<file path="src/rtl/tbp_pkg.sv">
package tbp_pkg;

    typedef enum logic [1:0] {
        RES_NONE = 2'b00,
        RES_OK   = 2'b01,
        RES_FAIL = 2'b10,
        RES_TMO  = 2'b11
    } res_e;

    typedef enum logic [2:0] {
        ST_IDLE,
        ST_WBUSY,
        ST_WREADY,
        ST_CHECK,
        ST_PAIR1,
        ST_PAIR2
    } ctl_st_e;

    typedef enum logic [1:0] {
        RD_IDLE,
        RD_A,
        RD_B
    } rd_st_e;

endpackage

</file>
<file path="src/rtl/tbp_sync.sv">
module tbp_sync #(
    parameter int   STAGES  = 2,
    parameter logic RST_VAL = 1'b1
) (
    input  logic clk,
    input  logic rst_n,
    input  logic d,
    output logic q
);
    logic [STAGES-1:0] sh_q;

    generate
        if (STAGES == 1) begin : g_one
            always_ff @(posedge clk or negedge rst_n) begin
                if (!rst_n) sh_q <= RST_VAL;
                else        sh_q <= d;
            end
        end else begin : g_many
            always_ff @(posedge clk or negedge rst_n) begin
                if (!rst_n) sh_q <= {STAGES{RST_VAL}};
                else        sh_q <= {sh_q[STAGES-2:0], d};
            end
        end
    endgenerate

    assign q = sh_q[STAGES-1];
endmodule

</file>
<file path="src/rtl/tbp_pair_reader.sv">
module tbp_pair_reader
    import tbp_pkg::*;
#(
    parameter int DW       = 16,
    parameter int TOG_BIT  = 6,
    parameter int FAIL_BIT = 5
) (
    input  logic          clk,
    input  logic          rst_n,
    input  logic          go,
    output logic          rd_req,
    input  logic          rd_valid,
    input  logic [DW-1:0] rd_data,
    output logic          pair_done,
    output logic          toggled,
    output logic          fail_seen
);
    typedef struct packed {
        rd_st_e st;
        logic   a_tog;
        logic   a_fail;
        logic   done;
        logic   tog;
        logic   fail;
    } rd_regs_t;

    rd_regs_t q_q, q_d;

    // only two bits of each word matter to the verdict
    logic unused_word_bits;
    assign unused_word_bits = ^rd_data;

    always_comb begin
        q_d      = q_q;
        q_d.done = 1'b0;
        case (q_q.st)
            RD_IDLE: if (go) q_d.st = RD_A;
            RD_A: if (rd_valid) begin
                q_d.a_tog  = rd_data[TOG_BIT];
                q_d.a_fail = rd_data[FAIL_BIT];
                q_d.st     = RD_B;
            end
            RD_B: if (rd_valid) begin
                q_d.tog  = q_q.a_tog ^ rd_data[TOG_BIT];
                q_d.fail = q_q.a_fail;
                q_d.done = 1'b1;
                q_d.st   = RD_IDLE;
            end
            default: q_d.st = RD_IDLE;
        endcase
    end

    always_ff @(posedge clk or negedge rst_n) begin
        if (!rst_n) q_q <= '{st: RD_IDLE, default: 1'b0};
        else        q_q <= q_d;
    end

    assign rd_req    = (q_q.st != RD_IDLE);
    assign pair_done = q_q.done;
    assign toggled   = q_q.tog;
    assign fail_seen = q_q.fail;

    // a verdict comes only after the second word, and the request drops with it
    assert_pair_after_second_R3: assert property (@(posedge clk) disable iff (!rst_n)
        pair_done |-> !rd_req && $past(rd_req));

endmodule

</file>
<file path="src/rtl/toggle_poll_ctrl.sv">
module toggle_poll_ctrl
    import tbp_pkg::*;
#(
    parameter int          DW          = 16,
    parameter int          TOG_BIT     = 6,
    parameter int          FAIL_BIT    = 5,
    parameter int          CW          = 32,
    parameter int          SYNC_STAGES = 2,
    parameter int unsigned T_PROG      = 5120,
    parameter int unsigned T_SECT      = 10485760,
    parameter int unsigned T_CHIP      = 805306368
) (
    input  logic          clk,
    input  logic          rst_n,
    input  logic          start,
    input  logic [1:0]    op_sel,
    input  logic          rb_in,
    output logic          rd_req,
    input  logic          rd_valid,
    input  logic [DW-1:0] rd_data,
    output logic          busy,
    output logic          done,
    output logic [1:0]    result
);
    localparam logic [CW-1:0] ONE = {{(CW-1){1'b0}}, 1'b1};

    typedef struct packed {
        ctl_st_e       st;
        logic [CW-1:0] cnt;
        logic [CW-1:0] load;
        logic          go;
        logic          done;
        res_e          res;
    } ctl_regs_t;

    ctl_regs_t q_q, q_d;

    logic rb_s;
    logic pair_done, toggled, fail_seen;

    function automatic logic [CW-1:0] tmo_for(input logic [1:0] op);
        case (op)
            2'b00:   return CW'(T_PROG);
            2'b01:   return CW'(T_SECT);
            default: return CW'(T_CHIP);
        endcase
    endfunction

    tbp_sync #(.STAGES(SYNC_STAGES), .RST_VAL(1'b1)) u_sync (
        .clk   (clk),
        .rst_n (rst_n),
        .d     (rb_in),
        .q     (rb_s)
    );

    tbp_pair_reader #(.DW(DW), .TOG_BIT(TOG_BIT), .FAIL_BIT(FAIL_BIT)) u_pair (
        .clk       (clk),
        .rst_n     (rst_n),
        .go        (q_q.go),
        .rd_req    (rd_req),
        .rd_valid  (rd_valid),
        .rd_data   (rd_data),
        .pair_done (pair_done),
        .toggled   (toggled),
        .fail_seen (fail_seen)
    );

    always_comb begin
        q_d      = q_q;
        q_d.go   = 1'b0;
        q_d.done = 1'b0;
        case (q_q.st)
            ST_IDLE: if (start) begin
                q_d.load = tmo_for(op_sel);
                q_d.cnt  = tmo_for(op_sel);
                q_d.st   = ST_WBUSY;
            end
            ST_WBUSY: begin
                if (!rb_s || q_q.cnt == '0) begin
                    q_d.cnt = q_q.load;
                    q_d.st  = ST_WREADY;
                end else begin
                    q_d.cnt = q_q.cnt - ONE;
                end
            end
            ST_WREADY: begin
                if (rb_s || q_q.cnt == '0) begin
                    q_d.cnt = q_q.load;
                    q_d.st  = ST_CHECK;
                end else begin
                    q_d.cnt = q_q.cnt - ONE;
                end
            end
            ST_CHECK: begin
                if (q_q.cnt == '0) begin
                    q_d.res  = RES_TMO;
                    q_d.done = 1'b1;
                    q_d.st   = ST_IDLE;
                end else begin
                    q_d.cnt = q_q.cnt - ONE;
                    q_d.go  = 1'b1;
                    q_d.st  = ST_PAIR1;
                end
            end
            ST_PAIR1: if (pair_done) begin
                if (!toggled) begin
                    q_d.res  = RES_OK;
                    q_d.done = 1'b1;
                    q_d.st   = ST_IDLE;
                end else if (!fail_seen) begin
                    q_d.st = ST_CHECK;
                end else begin
                    q_d.go = 1'b1;
                    q_d.st = ST_PAIR2;
                end
            end
            ST_PAIR2: if (pair_done) begin
                q_d.res  = toggled ? RES_FAIL : RES_OK;
                q_d.done = 1'b1;
                q_d.st   = ST_IDLE;
            end
            default: q_d.st = ST_IDLE;
        endcase
    end

    always_ff @(posedge clk or negedge rst_n) begin
        if (!rst_n) q_q <= '{st: ST_IDLE, cnt: '0, load: '0, go: 1'b0, done: 1'b0, res: RES_NONE};
        else        q_q <= q_d;
    end

    assign busy   = (q_q.st != ST_IDLE);
    assign done   = q_q.done;
    assign result = q_q.res;

    // completion strobe never lasts two cycles
    assert_done_single_R9: assert property (@(posedge clk) disable iff (!rst_n)
        done |=> !done);

    // result holds between completions
    assert_result_hold_R9: assert property (@(posedge clk) disable iff (!rst_n)
        !done |-> $stable(result));

    // status reads happen only once polling has begun
    assert_req_only_polling_R1: assert property (@(posedge clk) disable iff (!rst_n)
        rd_req |-> (q_q.st == ST_PAIR1 || q_q.st == ST_PAIR2));

    // a synchronized ready line ends the ready wait on the next edge
    assert_ready_wait_exit_R2: assert property (@(posedge clk) disable iff (!rst_n)
        (q_q.st == ST_WREADY && rb_s) |=> q_q.st == ST_CHECK);

    // an error verdict always follows a confirming pair
    assert_error_after_confirm_R5: assert property (@(posedge clk) disable iff (!rst_n)
        (done && result == RES_FAIL) |-> $past(q_q.st) == ST_PAIR2);

    // a timeout verdict means the pass budget is exhausted
    assert_timeout_exhaust_R7: assert property (@(posedge clk) disable iff (!rst_n)
        (done && result == RES_TMO) |-> q_q.cnt == '0);

    // a start pulse during a run leaves the budget untouched
    assert_start_ignored_R10: assert property (@(posedge clk) disable iff (!rst_n)
        (busy && start) |=> $stable(q_q.load));

endmodule

</file>
<file path="config.mk">
export PLATFORM = sky130hd
export DESIGN_NAME = toggle_poll_ctrl
export DESIGN_NICKNAME = d
export VERILOG_FILES = /design/src/rtl/tbp_pkg.sv /design/src/rtl/tbp_sync.sv /design/src/rtl/tbp_pair_reader.sv /design/src/rtl/toggle_poll_ctrl.sv
export SDC_FILE = /design/constraint.sdc
export NUM_CORES = 1
export LEC_CHECK = 0
export ABC_AREA = 1
export ABC_CLOCK_PERIOD_IN_PS = 4900
export BUFFER_PORTS_ARGS = -buffer_cell sky130_fd_sc_hd__buf_2
export CORE_ASPECT_RATIO = 0.8
export CORE_MARGIN = 2
export CORE_UTILIZATION = 64
export CTS_CLUSTER_SIZE = 30
export DETAILED_ROUTE_END_ITERATION = 8
export GPL_ROUTABILITY_DRIVEN = 0
export PLACE_DENSITY = 0.94
export SLEW_MARGIN = 20
export SYNTH_ARGS = -nofsm -noshare
export SYNTH_HDL_FRONTEND = slang
export SYNTH_SLANG_ARGS = --single-unit
</file>
<file path="constraint.sdc">
create_clock -name clk -period 4.9 [get_ports clk]
set_input_delay 0.98 -clock clk [delete_from_list [all_inputs] [get_ports clk]]
set_output_delay 0.98 -clock clk [all_outputs]
set_load 0.005 [all_outputs]
</file>
==> reports/metrics.yaml, run 1 <==
status: "finished clean"
yosysUniqueCellTypes: 39
internal_power_uw: 1170
antennaDiodeCount: 0
wl_met1_um: 3200
power_frac_comb_pct: 56.9
cts_resized: 0
numCtsBuffers: 5
dr_wl_met3_um: 556
ant_nets: 0
clockBufferDepth: 2
worstHoldPathType: "register to register"
finalSetupViolations: 0
port_buffers: 13
die_area_sq_um: 5610
grt_max_degree: 52
core_sq_um: 4920
start_kind: "input port"
drcViolationCount: 0
netSwitchingFraction_pct: 50.7
drv_slew: 0
via_per_inst: 5.74
path_common_cell: "nand2_1"
critPathSlowestCell: "inv_2"
ys_ff_latch: 51
rsz0062_at_grt: "no"
hold_violations: 0
slew_headroom_pct: 57.7
avgSynthCellArea_sq_um: 7.31
pwr-share-seq_pct: 30.2
cts_tree: "built"
layout_setup_ws_ns: 2.40
endpoint_kind: "register"
area_growth_pct: 4.90
grt_pass1_vias: 2847
grt_overflow_total: 0
rows: 23
netlist_area_sq_um: 3210
h-tree-depth: 2
design_power_total_uw: 2370
ios: 28
grt_pass1_wl_um: 12700
critPathMaxStageDelay_ns: 0.45
top_layer: "met4"
fin_setup_tns_ns: 0
netlist_instances: 440
clk_latency_ns: 0.31
cts-root-buf: "clkbuf_8"
dpl.hpwl_um: 5250
worst_pin_slew_ns: 0.635
path_cells: "buf_2, inv_1, a21oi_1, nand2_2, inv_2, nand2_1, o21ai_0, nand2_1, nor2_1"
start_util_pct: 65.3
cellPowerDensity_nw_per_um2: 704
fin_skew_ns: 0.0162
drtPass1Iterations: 6
critPathKind: "input port to register"
nNetsFinal: 476
ys_seq_area_share_pct: 39.8
arrival_ns: 2.75
grtUsageTotal_pct: 28.3
peakVddDrop_mv: 0.429
route.met2.wl_um: 3310
p_leak_uw: 0.00171
nFillCells: 373
yosysWarnings: 0
crit_required_ns: 5.15
antenna_found_initial: 0
vias: 2951
die_width_um: 83.2
dp_slack_ns: 2.10
cp_max_fo: 22
clock.fmax_ghz: 0.400
die_y_um: 67.4
p_sw_uw: 1200
clock_sinks: 51
drv_cap: 0
cts_hold_buf: 0
post_cts_buffers: 0
dr.first_iter.drc_count: 272
clkTransAtPathRegs_ns: 0.10
layout-drive-gt1-share_pct: 12.8
syn_nets: 465
fin_crit_sh_pct: 51.0
avgRoutedWirePerCell_um: 14.2
wl_um: 7310
pwr-share-clk_pct: 12.9
layout_min_cycle_time_ns: 2.50
==> power groups by stage <==
| stage | Combinational, uW | Clock [uW] | Sequential, uW |
|---|---|---|---|
| floorplan | 1140 | 0 | 673 |
| global route | 1520 | 322 | 733 |
| global placement | 1260 | 0 | 709 |
| CTS | 1320 | 307 | 711 |
| detailed placement | 1310 | 0 | 719 |
| finish | 1350 | 307 | 717 |
==> kinds of logic after synthesis <==
family	after synthesis	synth area share (%)
flops	51	39.8
xor+xnor	16	4.36
mux	2	0.701
compound gates	38	6.93
buf+inv	58	8.99
simple gates	273	38.5
fa+ha+maj	2	0.778
==> sequential cells by signal, summed over array words and instances (netlist names) <==
name / flops
q_q: 39
u_pair.q_q: 4
result: 2
u_sync.sh_q: 2
done: 1
u_pair.fail_seen: 1
u_pair.pair_done: 1
u_pair.toggled: 1
==> critical path, delay by kind of cell <==
kind	cells	cell delay [ns]
AO/OA/AOI/OAI	2	0.49
buffers and inverters	3	0.59
AND/OR/NAND/NOR	4	0.66
==> synthesized netlist by cell type (all sizes together) <==
library cell	number	area share, %
nand2	109	13
nor2	103	14
dfrtp	49	38
inv	49	5.7
nand3	36	6.1
o21ai	21	3.3
nor3	13	2.0
xor2	12	3.3
buf	9	3.3
a21oi	6	0.93
nand4	5	0.97
xnor2	4	1.1
nor3b	3	1.2
and2	2	0.43
dfstp	2	1.6
ha	2	0.78
mux2	2	0.70
o2111ai	2	0.55
o21bai	2	0.47
a211oi	1	0.23
a21o	1	0.23
a221o	1	0.31
a31oi	1	0.19
a32o	1	0.31
nand3b	1	0.62
o22ai	1	0.19
o31ai	1	0.23
or2	1	0.19
==> final cells by class <==
type / count / area (sq um) / area share, %
Sequential cell: 51 / 1280 / 37.9
Timing Repair Buffer: 13 / 67.6 / 2.00
Clock buffer: 6 / 82.6 / 2.45
Clock inverter: 2 / 35.0 / 1.04
Multi-Input combinational cell: 331 / 1650 / 48.8
Tap cell: 62 / 77.6 / 2.30
Inverter: 49 / 184 / 5.45
==> worst paths after layout <==
path	start	endpoint	slack [ns]	depth (start not counted)
worst max-delay path	start	q_q[62]	2.40	9
worst min-delay path	u_sync.sh_q[0]	u_sync.sh_q[1]	0.36	0
worst max register to register	q_q[36]	q_q[56]	2.41	12
worst min register to register	u_sync.sh_q[0]	u_sync.sh_q[1]	0.36	0
max in group asynchronous	rst_n	q_q[46]	3.78	1
min in group asynchronous	rst_n	q_q[54]	0.67	1
==> stage by stage <==
stage	cell area, sq um	utilization, %	cells	hold WS (ns)
2_1_floorplan	3210	-	440	0.345
3_3_place_gp	3250	66.1	506	0.346
3_5_place_dp	3250	66.1	506	0.354
4_1_cts	3370	68.5	514	0.367
6_report	3370	68.5	514	0.363
5_1_grt	3370	68.5	514	0.374
==> cell usage in the layout (no fill, tap or decap), types with 3 or more instances in the layout <==
| cell type | n |
|---|---|
| dfrtp_1 | 49 |
| nor3b_2 | 3 |
| o21ai_1 | 3 |
| inv_2 | 5 |
| nor2_1 | 90 |
| inv_1 | 44 |
| nor2_2 | 10 |
| nor3_1 | 13 |
| nand2_1 | 103 |
| xnor2_1 | 4 |
| buf_2 | 12 |
| clkbuf_8 | 6 |
| xor2_1 | 12 |
| nand3_1 | 33 |
| nand4_1 | 5 |
| nand3_2 | 3 |
| o21ai_0 | 18 |
| a21oi_1 | 6 |
| nand2_2 | 6 |
==> per-layer routing <==
layer,vias to the layer above,track usage [%]
met5,-,0
met4,0,12.1
met3,34,5.87
met2,140,47.4
met1,1365,36.5
li1,1412,-
No activity file was read; power rests on OpenSTA's default activity.
==> run 2: changes to the inputs <==
ABC_CLOCK_PERIOD_IN_PS = 2050   (was 4900)
CORE_UTILIZATION = 54   (was 64)
PLACE_DENSITY = 0.85   (was 0.94)
clock period = 2.05 ns   (was 4.9 ns; I/O delays follow)
==> reports/metrics.yaml, run 2 (synthesized netlist as in run 1, its figures left out) <==
status: "finished clean"
hold_violations: 0  # unchanged
drv_slew: 0  # unchanged
drcViolationCount: 0  # unchanged
avgRoutedWirePerCell_um: 13.4  # -6.1%
port_buffers: 13  # unchanged
cp.depth: 12  # +3
cp_top_family: "simple AND/OR/NAND/NOR gates"
layout-drive-gt1-share_pct: 15.8  # +3.0 points
grt_overflow_total: 0  # unchanged
critPathBufInv: 3  # unchanged
r2r_slack_ns: 0.12  # -2.29 ns
vias: 2873  # -2.6%
clock.fmax_ghz: 0.519
crit_required_ns: 2.30  # -2.85 ns
largest_reg_flops: 39  # unchanged
regMostFlops: "q_q"
clk_latency_ns: 0.32  # about the same
worst_pin_slew_ns: 0.457  # -0.177 ns
path_common_cell: "nand2_1"
grt_pass1_vias: 2793  # -1.9%
use_met1_pct: 29.9  # -6.7 points
top_regs: "q_q: 39 flops, u_pair.q_q: 4 flops"
h-tree-depth: 2  # unchanged
antennaDiodeCount: 0  # unchanged
slew_headroom_pct: 69.3  # +12 points
stdcell_area_sq_um: 3530  # +4.6%
dpl.hpwl_um: 5500  # +4.7%
grt_max_degree: 33  # -37%
fin_skew_ns: 0.0120  # -0.00419 ns
utilization_pct: 60.6  # -7.9 points
die_width_um: 90.3  # +8.4%
ant_nets: 0  # unchanged
rows: 25  # +8.7%
cellPowerDensity_nw_per_um2: 1680  # +140%
fin_crit_sh_pct: 93.9
grtUsageMet2_pct: 41.1  # -6.3 points
arrival_ns: 2.17  # -0.58 ns
antenna_found_initial: 0  # unchanged
grt_busiest_layer: "met2"
drtPass1Iterations: 4  # -2
layout_commonest_cell: "nand2_1"
rr_worst_depth: 12  # unchanged
drv_cap: 0  # unchanged
start_util_pct: 55.2  # -10 points
cp_max_fo: 19  # -14%
endpoint_kind: "register"
path_cells: "inv_1, ha_2, nand2_1, nor2_1, nand2_1, nor2_4, nand3_2, nand2_2, buf_4, nor2_8, buf_12, nor3b_2"
cts-root-buf: "clkbuf_8"
critPathKind: "register to register"
cts_tree: "built"
worstHoldPathType: "input port to asynchronous set/reset pin"
clock_sinks: 51  # unchanged
core_sq_um: 5820  # +18%
multi_input_area_sq_um: 1670  # +1.7%
start_kind: "register"
postPlaceCellArea_sq_um: 3380  # +3.8%
die_y_um: 73.0  # +8.3%
dr.first_iter.drc_count: 228  # -16%
numCtsBuffers: 5  # unchanged
layout_min_cycle_time_ns: 1.93
grt_use_met3_pct: 3.41  # -2.5 points
cts_hold_buf: 0  # unchanged
grt_pass1_wl_um: 12500  # -1.9%
p_leak_uw: 0.00176  # +3.4%
ff_latch_area_sq_um: 1280  # unchanged
clockBufferDepth: 2  # unchanged
critPathMaxStageDelay_ns: 0.40  # -0.05 ns
peakVddDrop_mv: 0.683  # +59%
mostFrequentLayoutCells: "101 x nand2_1, 88 x nor2_1, 49 x dfrtp_1, 44 x inv_1, 33 x nand3_1"
critPathSlowestCell: "dfrtp_1"
grtUsageTotal_pct: 23.5  # -4.8 points
wl_um: 7250  # -0.82%
nFillCells: 513  # +38%
via_per_inst: 5.29  # -7.8%
die_area_sq_um: 6590  # +17%
clkTransAtPathRegs_ns: 0.10  # about the same
finalSetupViolations: 0  # unchanged
rsz0062_at_grt: "yes"
area_growth_pct: 9.73
ios: 28  # unchanged
nNetsFinal: 486  # +2.1%
## run 2: per-layer routing
metal	wire (um)	share of wire [%]
met1	3330	46
met2	3430	47
met3	377	5.2
met5	0	0
met4	116	1.6
## run 2: through the flow
step	setup TNS [ns]	setup WS, ns	total power [uW]	cells	hold WS (ns)
2_1_floorplan	0	0.352	4340	440	0.114
5_1_grt	-0.172	-0.0376	6420	543	0.0779
6_report	0	0.125	5920	543	0.0236
4_1_cts	0	0.111	5830	543	0.0448
3_3_place_gp	0	0.179	4910	535	0.347
3_5_place_dp	0	0.130	5030	535	0.349
## run 2: final timing paths
check | from | endpoint
setup / recovery | q_q[36] | q_q[49]
hold / removal | rst_n | result[1]
setup reg to reg | q_q[36] | q_q[49]
hold reg to reg | u_sync.sh_q[0] | u_sync.sh_q[1]
max in group asynchronous | rst_n | q_q[37]
min in group clk | rb_in | u_sync.sh_q[0]
## run 2: power by group
group | internal [uW] | leakage [uW] | switching (uW)
clock network | 402 | 0.0000618 | 357
logic | 1240 | 0.00103 | 2220
registers | 1360 | 0.000670 | 342
## run 2: final cells by class
class,count,share of cell area (%)
multi-input combinational,331,47.5
sequential,51,36.3
inverter,49,5.29
timing repair buffer,23,4.68
tap,81,2.87
clock buffer,6,2.34
clock inverter,2,1.10
## run 2: repair_timing
| action | 4_1_cts | 5_1_grt |
|---|---|---|
| endpoints found under the setup margin | 0 | 27 |
| gates resized for setup | 0 | 10 |
| buffers inserted | 0 | 0 |
==> run 3: changes to the inputs <==
ABC_CLOCK_PERIOD_IN_PS = 2000   (was 2050)
CORE_UTILIZATION = 60   (was 54)
PLACE_DENSITY = 0.89   (was 0.85)
clock period = 2 ns   (was 2.05 ns; I/O delays follow)
==> reports/metrics.yaml, run 3 (synthesized netlist as in run 1, its figures left out) <==
status: "finished, violations left"
violations: "DRC"
critPathKind: "register to register"
grt_pass1_vias: 2728  # -2.3%
largest_reg_flops: 39  # unchanged
holdWs_ns: 0.135  # +0.111 ns
via_per_inst: 5.72  # +8.2%
die_y_um: 69.5  # -4.8%
cts-root-buf: "clkbuf_8"
slew_headroom_pct: 52.2  # -17 points
grt_overflow_total: 0  # unchanged
hold_violations: 0  # unchanged
crit_required_ns: 2.24  # -0.06 ns
design_power_total_uw: 6350  # +7.4%
core_sq_um: 5090  # -12%
clockBufferDepth: 2  # unchanged
die_area_sq_um: 5960  # -9.5%
fin_crit_sh_pct: 94.5  # +0.57 points
dp_slack_ns: 0.0477  # -0.0823 ns
top_regs: "q_q: 39 flops, u_pair.q_q: 4 flops"
start_util_pct: 63.1  # +7.9 points
drv_slew: 0  # unchanged
cellPowerDensity_nw_per_um2: 1770  # +5.6%
start_kind: "register"
cts_tree: "built"
rsz0062_at_grt: "yes"
finalSetupViolations: 0  # unchanged
cp_max_fo: 12  # -7
fin_skew_ns: 0.00941  # -0.00263 ns
numCtsBuffers: 5  # unchanged
nNetsFinal: 489  # +0.62%
endpoint_kind: "register"
dr.first_iter.drc_count: 409  # +79%
area_growth_pct: 11.6
peakVddDrop_mv: 0.845  # +24%
layout_min_cycle_time_ns: 1.89  # -0.0355 ns
dpl.hpwl_um: 5600  # +1.8%
wl_um: 7740  # +6.8%
rows: 23  # -8.0%
h-tree-depth: 2  # unchanged
grt_pass1_wl_um: 12400  # -0.17%
drv_cap: 0  # unchanged
clk_latency_ns: 0.31  # about the same
mostFrequentLayoutCells: "101 x nand2_1, 87 x nor2_1, 49 x dfrtp_1, 42 x inv_1, 33 x nand3_1"
clock.fmax_ghz: 0.529  # +1.9%
vias: 3017  # +5.0%
grtUsageTotal_pct: 26.0  # +2.4 points
arrival_ns: 2.13  # -0.04 ns
worstHoldPathType: "input port to asynchronous set/reset pin"
clkTransAtPathRegs_ns: 0.10  # about the same
layout_commonest_cell: "nand2_1"
worst_pin_slew_ns: 0.716  # +0.259 ns
grt_max_degree: 34  # +3.0%
drtPass1Iterations: 7  # +3
layout_setup_ws_ns: 0.110  # -0.0145 ns
stdcell_area_sq_um: 3590  # +1.7%
drcViolationCount: 1  # +1
fin_setup_tns_ns: 0  # unchanged
cts_hold_buf: 0  # unchanged
die_width_um: 85.8  # -4.9%
layout-drive-gt1-share_pct: 17.6  # +1.8 points
regMostFlops: "q_q"
ios: 28  # unchanged
avgRoutedWirePerCell_um: 14.7  # +10%
p_leak_uw: 0.00180  # +2.3%
antennaDiodeCount: 0  # unchanged
antenna_found_initial: 0  # unchanged
ant_nets: 0  # unchanged
postPlaceCellArea_sq_um: 3350  # -0.70%
clock_sinks: 51  # unchanged
port_buffers: 13  # unchanged
## run 3: cell count changes in the layout (fill, tap and decap cells not counted), sizes merged
| cell | change |
|---|---|
| buf | +1 |
| clkbuf | +1 |
| nor2 | +1 |
## run 3: path summary, 6_finish.rpt
path	startpoint	end	slack, ns	depth (start not counted)
max	q_q[62]	q_q[49]	0.11	11
min	rst_n	q_q[70]	0.13	1
max reg2reg	q_q[62]	q_q[49]	0.11	11
min reg2reg	u_sync.sh_q[0]	u_sync.sh_q[1]	0.36	0
max in group asynchronous	rst_n	q_q[60]	1.22	2
min in group clk	rb_in	u_sync.sh_q[0]	0.18	1
## run 3: metrics by stage
step / utilization, % / instances
CTS: 68.2 / 524
finish: 70.4 / 527
global placement: 65.8 / 516
detailed placement: 65.8 / 516
global route: 70.4 / 527
floorplan: - / 440
## run 3: where the power goes
| part | switching, uW | internal, uW | leakage (uW) | total, uW |
|---|---|---|---|---|
| sequential | 365 | 1390 | 0.000670 | 1750 |
| combinational | 2450 | 1380 | 0.00107 | 3830 |
| clock | 358 | 412 | 0.0000618 | 770 |
| total | 3170 | 3180 | 0.00180 | 6350 |
## run 3: repair_timing
action,in CTS,in global routing
setup buffers,0,2
endpoints found under the setup margin,0,34
gates resized for setup,0,20
## run 3: area by class of cell
cell class | count | area (sq um)
repair buffers | 25 | 198
multi-input cells | 332 | 1730
inverters | 49 | 186
clock inverters | 2 | 38.8
fillers | 376 | 1510
clock buffers | 6 | 82.6
flip-flops and latches | 51 | 1280
well taps | 62 | 77.6
## run 3: critical path, cell delays in order (launching register included)
cell	delay [ns]
dfrtp_1	0.43
nor2_1	0.18
nand2_1	0.12
nor2_2	0.14
nand2_2	0.09
inv_2	0.09
nand3_2	0.12
nand2_4	0.15
buf_12	0.14
nor2_4	0.05
buf_12	0.14
nor3b_2	0.16
## run 3: layer usage
metal	up-vias	part of all wire (%)	GRT usage, %
met5	-	0	0
met3	12	9.6	4.88
met4	0	1.0	6.53
met2	167	44	37.5
li1	1439	-	-
met1	1399	46	40.1
